`src/rtl/ptrap_pkg.sv`:
```
package ptrap_pkg;

  typedef enum logic [3:0] {
    CAUSE_NONE     = 4'h0,
    CAUSE_ILLEGAL  = 4'h1,
    CAUSE_DIVZERO  = 4'h2,
    CAUSE_TLBMISS  = 4'h3,
    CAUSE_MISALIGN = 4'h4
  } trap_cause_e;

  typedef enum logic {
    SEQ_RUN   = 1'b0,
    SEQ_DRAIN = 1'b1
  } seq_state_e;

endpackage

```
`src/rtl/ptrap_pick.sv`:
```
module ptrap_pick #(
  parameter int NSRC = 4,
  parameter int CW   = 4,
  parameter int AW   = 32,
  parameter int IW   = (NSRC > 1) ? $clog2(NSRC) : 1
) (
  input  logic [NSRC-1:0]    cand_i,
  input  logic [NSRC*CW-1:0] cause_i,
  input  logic [NSRC*AW-1:0] pc_i,
  output logic               hit_o,
  output logic [IW-1:0]      idx_o,
  output logic [CW-1:0]      cause_o,
  output logic [AW-1:0]      pc_o
);

  logic [CW-1:0] cause_slot [NSRC];
  logic [AW-1:0] pc_slot    [NSRC];

  for (genvar g = 0; g < NSRC; g++) begin : g_unpack
    assign cause_slot[g] = cause_i[g*CW +: CW];
    assign pc_slot[g]    = pc_i[g*AW +: AW];
  end

  // Scan from the shallowest stage upwards so the deepest candidate wins.
  always_comb begin
    hit_o   = 1'b0;
    idx_o   = '0;
    cause_o = '0;
    pc_o    = '0;
    for (int k = 0; k < NSRC; k++) begin
      if (cand_i[k]) begin
        hit_o   = 1'b1;
        idx_o   = IW'(k);
        cause_o = cause_slot[k];
        pc_o    = pc_slot[k];
      end
    end
  end

endmodule

```
`src/rtl/ptrap_seq.sv`:
```
module ptrap_seq
  import ptrap_pkg::*;
#(
  parameter int NSTAGE   = 5,
  parameter int CW       = 4,
  parameter int AW       = 32,
  parameter int BR_STAGE = 2,
  parameter int NSRC     = NSTAGE - 1,
  parameter int IW       = (NSRC > 1) ? $clog2(NSRC) : 1,
  parameter int PW       = $clog2(NSTAGE + 1)
) (
  input  logic            clk,
  input  logic            rst_n,
  input  logic [NSRC-1:0] exc_valid_i,
  input  logic            mispredict_i,
  input  logic            hit_i,
  input  logic [IW-1:0]   idx_i,
  input  logic [CW-1:0]   sel_cause_i,
  input  logic [AW-1:0]   sel_pc_i,
  output logic [NSRC-1:0] cand_o,
  output logic [NSRC-1:0] flush_o,
  output logic            stall_fetch_o,
  output logic            trap_o,
  output logic [CW-1:0]   pend_cause_o,
  output logic [AW-1:0]   pend_pc_o
);

  localparam logic [PW-1:0] LAST_SLOT = PW'(NSTAGE - 1);
  localparam logic [PW-1:0] BR_SLOT   = PW'(BR_STAGE);

  seq_state_e    state_q, state_d;
  logic [PW-1:0] pos_q, pos_d;
  logic [CW-1:0] pend_cause_q;
  logic [AW-1:0] pend_pc_q;
  logic          draining;
  logic          cancel;

  assign draining = (state_q == SEQ_DRAIN);
  assign trap_o   = draining && (pos_q == LAST_SLOT) && !hit_i;
  assign cancel   = draining && mispredict_i && (pos_q < BR_SLOT) && !hit_i;

  // Per-stage filter: only instructions older than the pending slot, and
  // never the wrong-path stages behind a mispredicting branch.
  for (genvar k = 0; k < NSRC; k++) begin : g_stage
    logic older;
    logic wrong_path;
    assign older      = (state_q == SEQ_RUN) || (PW'(k) > pos_q);
    assign wrong_path = mispredict_i && (k < BR_STAGE);
    assign cand_o[k]  = exc_valid_i[k] && older && !wrong_path;
    assign flush_o[k] = (hit_i && (IW'(k) <= idx_i)) || wrong_path;
  end

  assign stall_fetch_o = hit_i || (draining && !trap_o && !cancel);
  assign pend_cause_o  = pend_cause_q;
  assign pend_pc_o     = pend_pc_q;

  always_comb begin
    state_d = state_q;
    pos_d   = pos_q;
    if (hit_i) begin
      state_d = SEQ_DRAIN;
      pos_d   = PW'(idx_i) + PW'(1);
    end else if (trap_o || cancel) begin
      state_d = SEQ_RUN;
      pos_d   = '0;
    end else if (draining) begin
      pos_d   = pos_q + PW'(1);
    end
  end

  always_ff @(posedge clk or negedge rst_n) begin
    if (!rst_n) begin
      state_q      <= SEQ_RUN;
      pos_q        <= '0;
      pend_cause_q <= '0;
      pend_pc_q    <= '0;
    end else begin
      state_q <= state_d;
      pos_q   <= pos_d;
      if (hit_i) begin
        pend_cause_q <= sel_cause_i;
        pend_pc_q    <= sel_pc_i;
      end
    end
  end

  AST_DRAIN_NOT_EARLY: assert property (@(posedge clk) disable iff (!rst_n)
    (hit_i && (idx_i != IW'(NSRC - 1))) |=> !trap_o);

  AST_FETCH_HELD: assert property (@(posedge clk) disable iff (!rst_n)
    hit_i |=> (stall_fetch_o || trap_o || mispredict_i));

  AST_CANCEL_QUIET: assert property (@(posedge clk) disable iff (!rst_n)
    (draining && mispredict_i && (pos_q < BR_SLOT) && !hit_i) |=> !trap_o);

endmodule

```
`src/rtl/ptrap_regs.sv`:
```
module ptrap_regs #(
  parameter int CW = 4,
  parameter int AW = 32
) (
  input  logic          clk,
  input  logic          rst_n,
  input  logic          load_i,
  input  logic [CW-1:0] cause_i,
  input  logic [AW-1:0] pc_i,
  output logic [CW-1:0] cause_o,
  output logic [AW-1:0] epc_o
);

  logic [CW-1:0] cause_q;
  logic [AW-1:0] epc_q;

  always_ff @(posedge clk or negedge rst_n) begin
    if (!rst_n) begin
      cause_q <= '0;
      epc_q   <= '0;
    end else if (load_i) begin
      cause_q <= cause_i;
      epc_q   <= pc_i;
    end
  end

  assign cause_o = cause_q;
  assign epc_o   = epc_q;

  AST_TRAP_REGS_LOAD: assert property (@(posedge clk) disable iff (!rst_n)
    load_i |=> (epc_o == $past(pc_i)) && (cause_o == $past(cause_i)));

  AST_TRAP_REGS_HOLD: assert property (@(posedge clk) disable iff (!rst_n)
    !load_i |=> ($stable(epc_o) && $stable(cause_o)));

endmodule

```
`src/rtl/ptrap_ctrl.sv`:
```
module ptrap_ctrl #(
  parameter int          NSTAGE     = 5,
  parameter int          CW         = 4,
  parameter int          AW         = 32,
  parameter int          BR_STAGE   = 2,
  parameter logic [31:0] HANDLER_PC = 32'h0000_0800
) (
  input  logic                       clk,
  input  logic                       rst_n,
  input  logic [NSTAGE-2:0]          exc_valid_i,
  input  logic [(NSTAGE-1)*CW-1:0]   exc_cause_i,
  input  logic [(NSTAGE-1)*AW-1:0]   exc_pc_i,
  input  logic                       mispredict_i,
  output logic                       stall_fetch_o,
  output logic [NSTAGE-2:0]          flush_o,
  output logic                       redirect_o,
  output logic [AW-1:0]              redirect_pc_o,
  output logic [AW-1:0]              epc_o,
  output logic [CW-1:0]              cause_o
);

  localparam int NSRC = NSTAGE - 1;
  localparam int IW   = (NSRC > 1) ? $clog2(NSRC) : 1;
  localparam int PW   = $clog2(NSTAGE + 1);

  logic [NSRC-1:0] cand;
  logic            hit;
  logic [IW-1:0]   idx;
  logic [CW-1:0]   sel_cause;
  logic [AW-1:0]   sel_pc;
  logic [CW-1:0]   pend_cause;
  logic [AW-1:0]   pend_pc;
  logic            trap;

  ptrap_pick #(.NSRC(NSRC), .CW(CW), .AW(AW), .IW(IW)) pick_i (
    .cand_i  (cand),
    .cause_i (exc_cause_i),
    .pc_i    (exc_pc_i),
    .hit_o   (hit),
    .idx_o   (idx),
    .cause_o (sel_cause),
    .pc_o    (sel_pc)
  );

  ptrap_seq #(
    .NSTAGE(NSTAGE), .CW(CW), .AW(AW), .BR_STAGE(BR_STAGE),
    .NSRC(NSRC), .IW(IW), .PW(PW)
  ) seq_i (
    .clk           (clk),
    .rst_n         (rst_n),
    .exc_valid_i   (exc_valid_i),
    .mispredict_i  (mispredict_i),
    .hit_i         (hit),
    .idx_i         (idx),
    .sel_cause_i   (sel_cause),
    .sel_pc_i      (sel_pc),
    .cand_o        (cand),
    .flush_o       (flush_o),
    .stall_fetch_o (stall_fetch_o),
    .trap_o        (trap),
    .pend_cause_o  (pend_cause),
    .pend_pc_o     (pend_pc)
  );

  ptrap_regs #(.CW(CW), .AW(AW)) regs_i (
    .clk     (clk),
    .rst_n   (rst_n),
    .load_i  (trap),
    .cause_i (pend_cause),
    .pc_i    (pend_pc),
    .cause_o (cause_o),
    .epc_o   (epc_o)
  );

  assign redirect_o    = trap;
  assign redirect_pc_o = trap ? AW'(HANDLER_PC) : '0;

  AST_OLDEST_PICK: assert property (@(posedge clk) disable iff (!rst_n)
    hit |-> (cand[idx] && (((cand >> idx) >> 1) == '0)));

  AST_SELF_FLUSH: assert property (@(posedge clk) disable iff (!rst_n)
    hit |-> flush_o[idx]);

  AST_REDIRECT_PULSE: assert property (@(posedge clk) disable iff (!rst_n)
    redirect_o |=> !redirect_o);

endmodule

```
`config.mk`:
```
export PLATFORM = sky130hd
export DESIGN_NAME = ptrap_ctrl
export DESIGN_NICKNAME = d
export VERILOG_FILES = /design/src/rtl/ptrap_pkg.sv /design/src/rtl/ptrap_pick.sv /design/src/rtl/ptrap_seq.sv /design/src/rtl/ptrap_regs.sv /design/src/rtl/ptrap_ctrl.sv
export SDC_FILE = /design/constraint.sdc
export NUM_CORES = 1
export LEC_CHECK = 0
export ABC_AREA = 1
export BUFFER_PORTS_ARGS = -buffer_cell sky130_fd_sc_hd__buf_2
export CAP_MARGIN = 10
export CORE_UTILIZATION = 52
export DETAILED_ROUTE_END_ITERATION = 6
export PLACE_DENSITY = 0.95
export SKIP_CTS_REPAIR_TIMING = 1
export SYNTH_ARGS = -nofsm -noshare
export SYNTH_HDL_FRONTEND = slang
export SYNTH_HIERARCHICAL = 1
export SYNTH_SLANG_ARGS = --single-unit
```
`constraint.sdc`:
```
create_clock -name clk -period 7.5 [get_ports clk]
set_input_delay 2.25 -clock clk [delete_from_list [all_inputs] [get_ports clk]]
set_output_delay 2.25 -clock clk [all_outputs]
set_load 0.01 [all_outputs]
```
==> out/metrics.cfg <==
[outcome]
status = finished, final reports clean

[global_route]
grt_first_pass_wirelength_um = 21000
grt_max_degree = 77
grtUsageTotal_pct = 25.5
antenna_found_initial = 0
first_global_vias = 4590
grt.overflow.total = 0

[drt]
via_count = 5216
drtPass1Iterations = 6
wl_met2_um = 6020
drt_iter0_markers = 364
wl_met3_um = 838
highest_layer = met4
viasPerCell = 4.75
wl_met1_um = 6140
drc = 0
avgRoutedWirePerCell_um = 11.9
drt_wl_total_um = 13100
ant_nets = 0

[job]
max_cap_violations = 0

[final_layout]
fin_util_pct = 62.9
antenna_cells = 0
final_nets = 1119
area_delta_synth_final_pct = 17.5
drive_gt1_share_pct = 26.1

[critical_path]
critPathBufInv = 3
startpoint_type = input pin
reg2regPathDepth = 12
cpPeakStageDelay_ns = 0.47
required_ns = 5.25
path_depth = 9
crit_chain = buf_2 > a21boi_4 > nor2_2 > nand2_1 > inv_4 > nand4_2 > nand2_1 > nor2_1 > buf_2
crit_path_end_kind = output pin
cp_top_family = simple AND/OR/NAND/NOR gates
arrival_ns = 4.15
critPathMaxFanout = 43
path_class = in2out
critPathSlowestCell = nand2_1

[synth]
yosysTopAreaCell = dfrtp_1
synth_area_mm2 = 0.00523
synth_enable_flop_cells = 0
yosys_register_bits = 76
async_flop_share_pct = 100
avgSynthCellArea_um2 = 6.54
yosys_warnings = 6
ys_types = 28
netlist_top_cells_area = dfrtp_1, nand2_1, buf_4
synth_common_cells = nand2_1, dfrtp_1, buf_4, nor2_1, inv_1
synth-seq-area-share_pct = 36.3
synth_cells = 800
synth.top_cell.area_share_pct = 36.3
synth_top_flop_cell = dfrtp_1
synth_most_common_cell = nand2_1

[floorplanning]
die_x_um = 102
start_util_pct = 53.5
dieArea_mm2 = 0.0105
fp.coreArea_mm2 = 0.00977
dieHeight_um = 102
rows = 36
ioPinCount = 225

[cts]
clock-sinks = 76
cts_root_buffer = clkbuf_8
cts.htree.levels = 3
cts_buffer_depth = 2
clk_latency_ns = 0.34
numCtsBuffers = 9
clk_pin_slew_ns = 0.07
cts_tree = yes

[worst_hold_path]
hold_depth = 2
min_path_type = reg2reg

[placement]
routabilityCongestion = 0.980
io_buffers = 193
hpwl_um = 9870

[sta]
setup-violations-final = 0
clock.fmax_ghz = 0.156
fin_worst_skew_ns = 0.0105
slew_violations = 0
rsz0062_at_grt = no
finalHoldViolCount = 0
period_needed_ns = 6.40
worst_slew_pin_slew_ns = 0.914
fin_crit_sh_pct = 85.4
final.setup.tns_ns = 0
relSlewSlack_pct = 39.0

[power_and_ir_drop]
p_sw_share_pct = 46.5
seq_power_share_pct = 33.8
combPwrFrac_pct = 50.5
leakagePower_nw = 3.98
max-vdd-ir-drop_v = 0.000163
finalPower_mw = 1.95
clockPowerShare_pct = 15.8
power_density_mw_per_mm2 = 317
power_switching_uw = 906
p_int_mw = 1.04

## layout by cell type (no fill, tap or decap), drive strengths merged
cell type	count
a21boi	2
a21oi	37
a22oi	2
a31oi	1
and3	1
buf	200
bufinv	1
clkbuf	10
clkinv	1
clkinvlp	1
conb	31
dfrtp	76
ha	6
inv	53
nand2	448
nand3	43
nand4	2
nor2	50
o21ai	1
## power groups by stage
| stage | clock network [mW] | logic (mW) | registers [mW] |
|---|---|---|---|
| global route | 0.328 | 1.12 | 0.677 |
| CTS | 0.313 | 0.979 | 0.657 |
| floorplan | 0 | 0.757 | 0.669 |
| detailed placement | 0 | 0.974 | 0.664 |
| finish | 0.307 | 0.983 | 0.657 |
| global placement | 0 | 0.950 | 0.661 |
## flip-flops by register name, summed over array words and instances (netlist names)
| register | cells |
|---|---|
| seq_i/pend_cause_o | 4 |
| seq_i/pos_q | 3 |
| seq_i/pend_pc_o | 32 |
| regs_i/epc_o | 32 |
| seq_i/draining | 1 |
| regs_i/cause_o | 4 |
## worst paths after layout
check	startpoint	end	slack [ns]
min reg2reg	regs_i/epc_o[23]	regs_i/epc_o[23]	0.47
max in group asynchronous	rst_n	regs_i/epc_o[8]	4.87
min	regs_i/epc_o[23]	regs_i/epc_o[23]	0.47
max	exc_valid_i[3]	stall_fetch_o	1.10
max reg2reg	seq_i/draining	regs_i/epc_o[24]	4.17
min in group asynchronous	rst_n	seq_i/pos_q[2]	2.02
## routing by layer
metal,vias to the layer above,track usage (%)
met3,16,3.28
li1,2675,-
met1,2313,37.6
met5,-,0
met4,0,7.03
met2,212,39.3
## per-stage QoR
step           cell area [um^2]  instances  setup slack, ns  hold slack, ns
6_report                   6150       1099             1.10           0.468
5_1_grt                    6150       1099            0.903           0.487
4_1_cts                    6150       1099             1.09           0.472
3_5_place_dp               5950       1084             1.10           0.454
3_3_place_gp               5950       1084             1.16           0.451
2_1_floorplan              5350        830             1.77           0.442
## layout make-up
type                            instances  area (um^2)
Clock buffer                           10          138
Clock inverter                          5         60.1
Fill cell                             919         3630
Inverter                               51          206
Multi-Input combinational cell        624         2660
Sequential cell                        76         1900
Tap cell                              133          166
Timing Repair Buffer                  200         1020
## cell families (layout without fill, tap and decap cells)
logic type	count (synthesis)	in the layout	synth area share (%)
adder cells (fa/ha/maj)	6	6	1.43
buffers and inverters	130	266	15.7
other	1	31	0.0717
flip-flops	76	76	36.3
AO/OA/AOI/OAI	43	43	4.33
AND/OR/NAND/NOR	544	544	42.1
## worst min-delay path: cells and delay by family, from the launching register on
family        cells  cell delay (ns)
flops             1             0.34
simple gates      2             0.10
No activity file was read; power rests on OpenSTA's default activity.
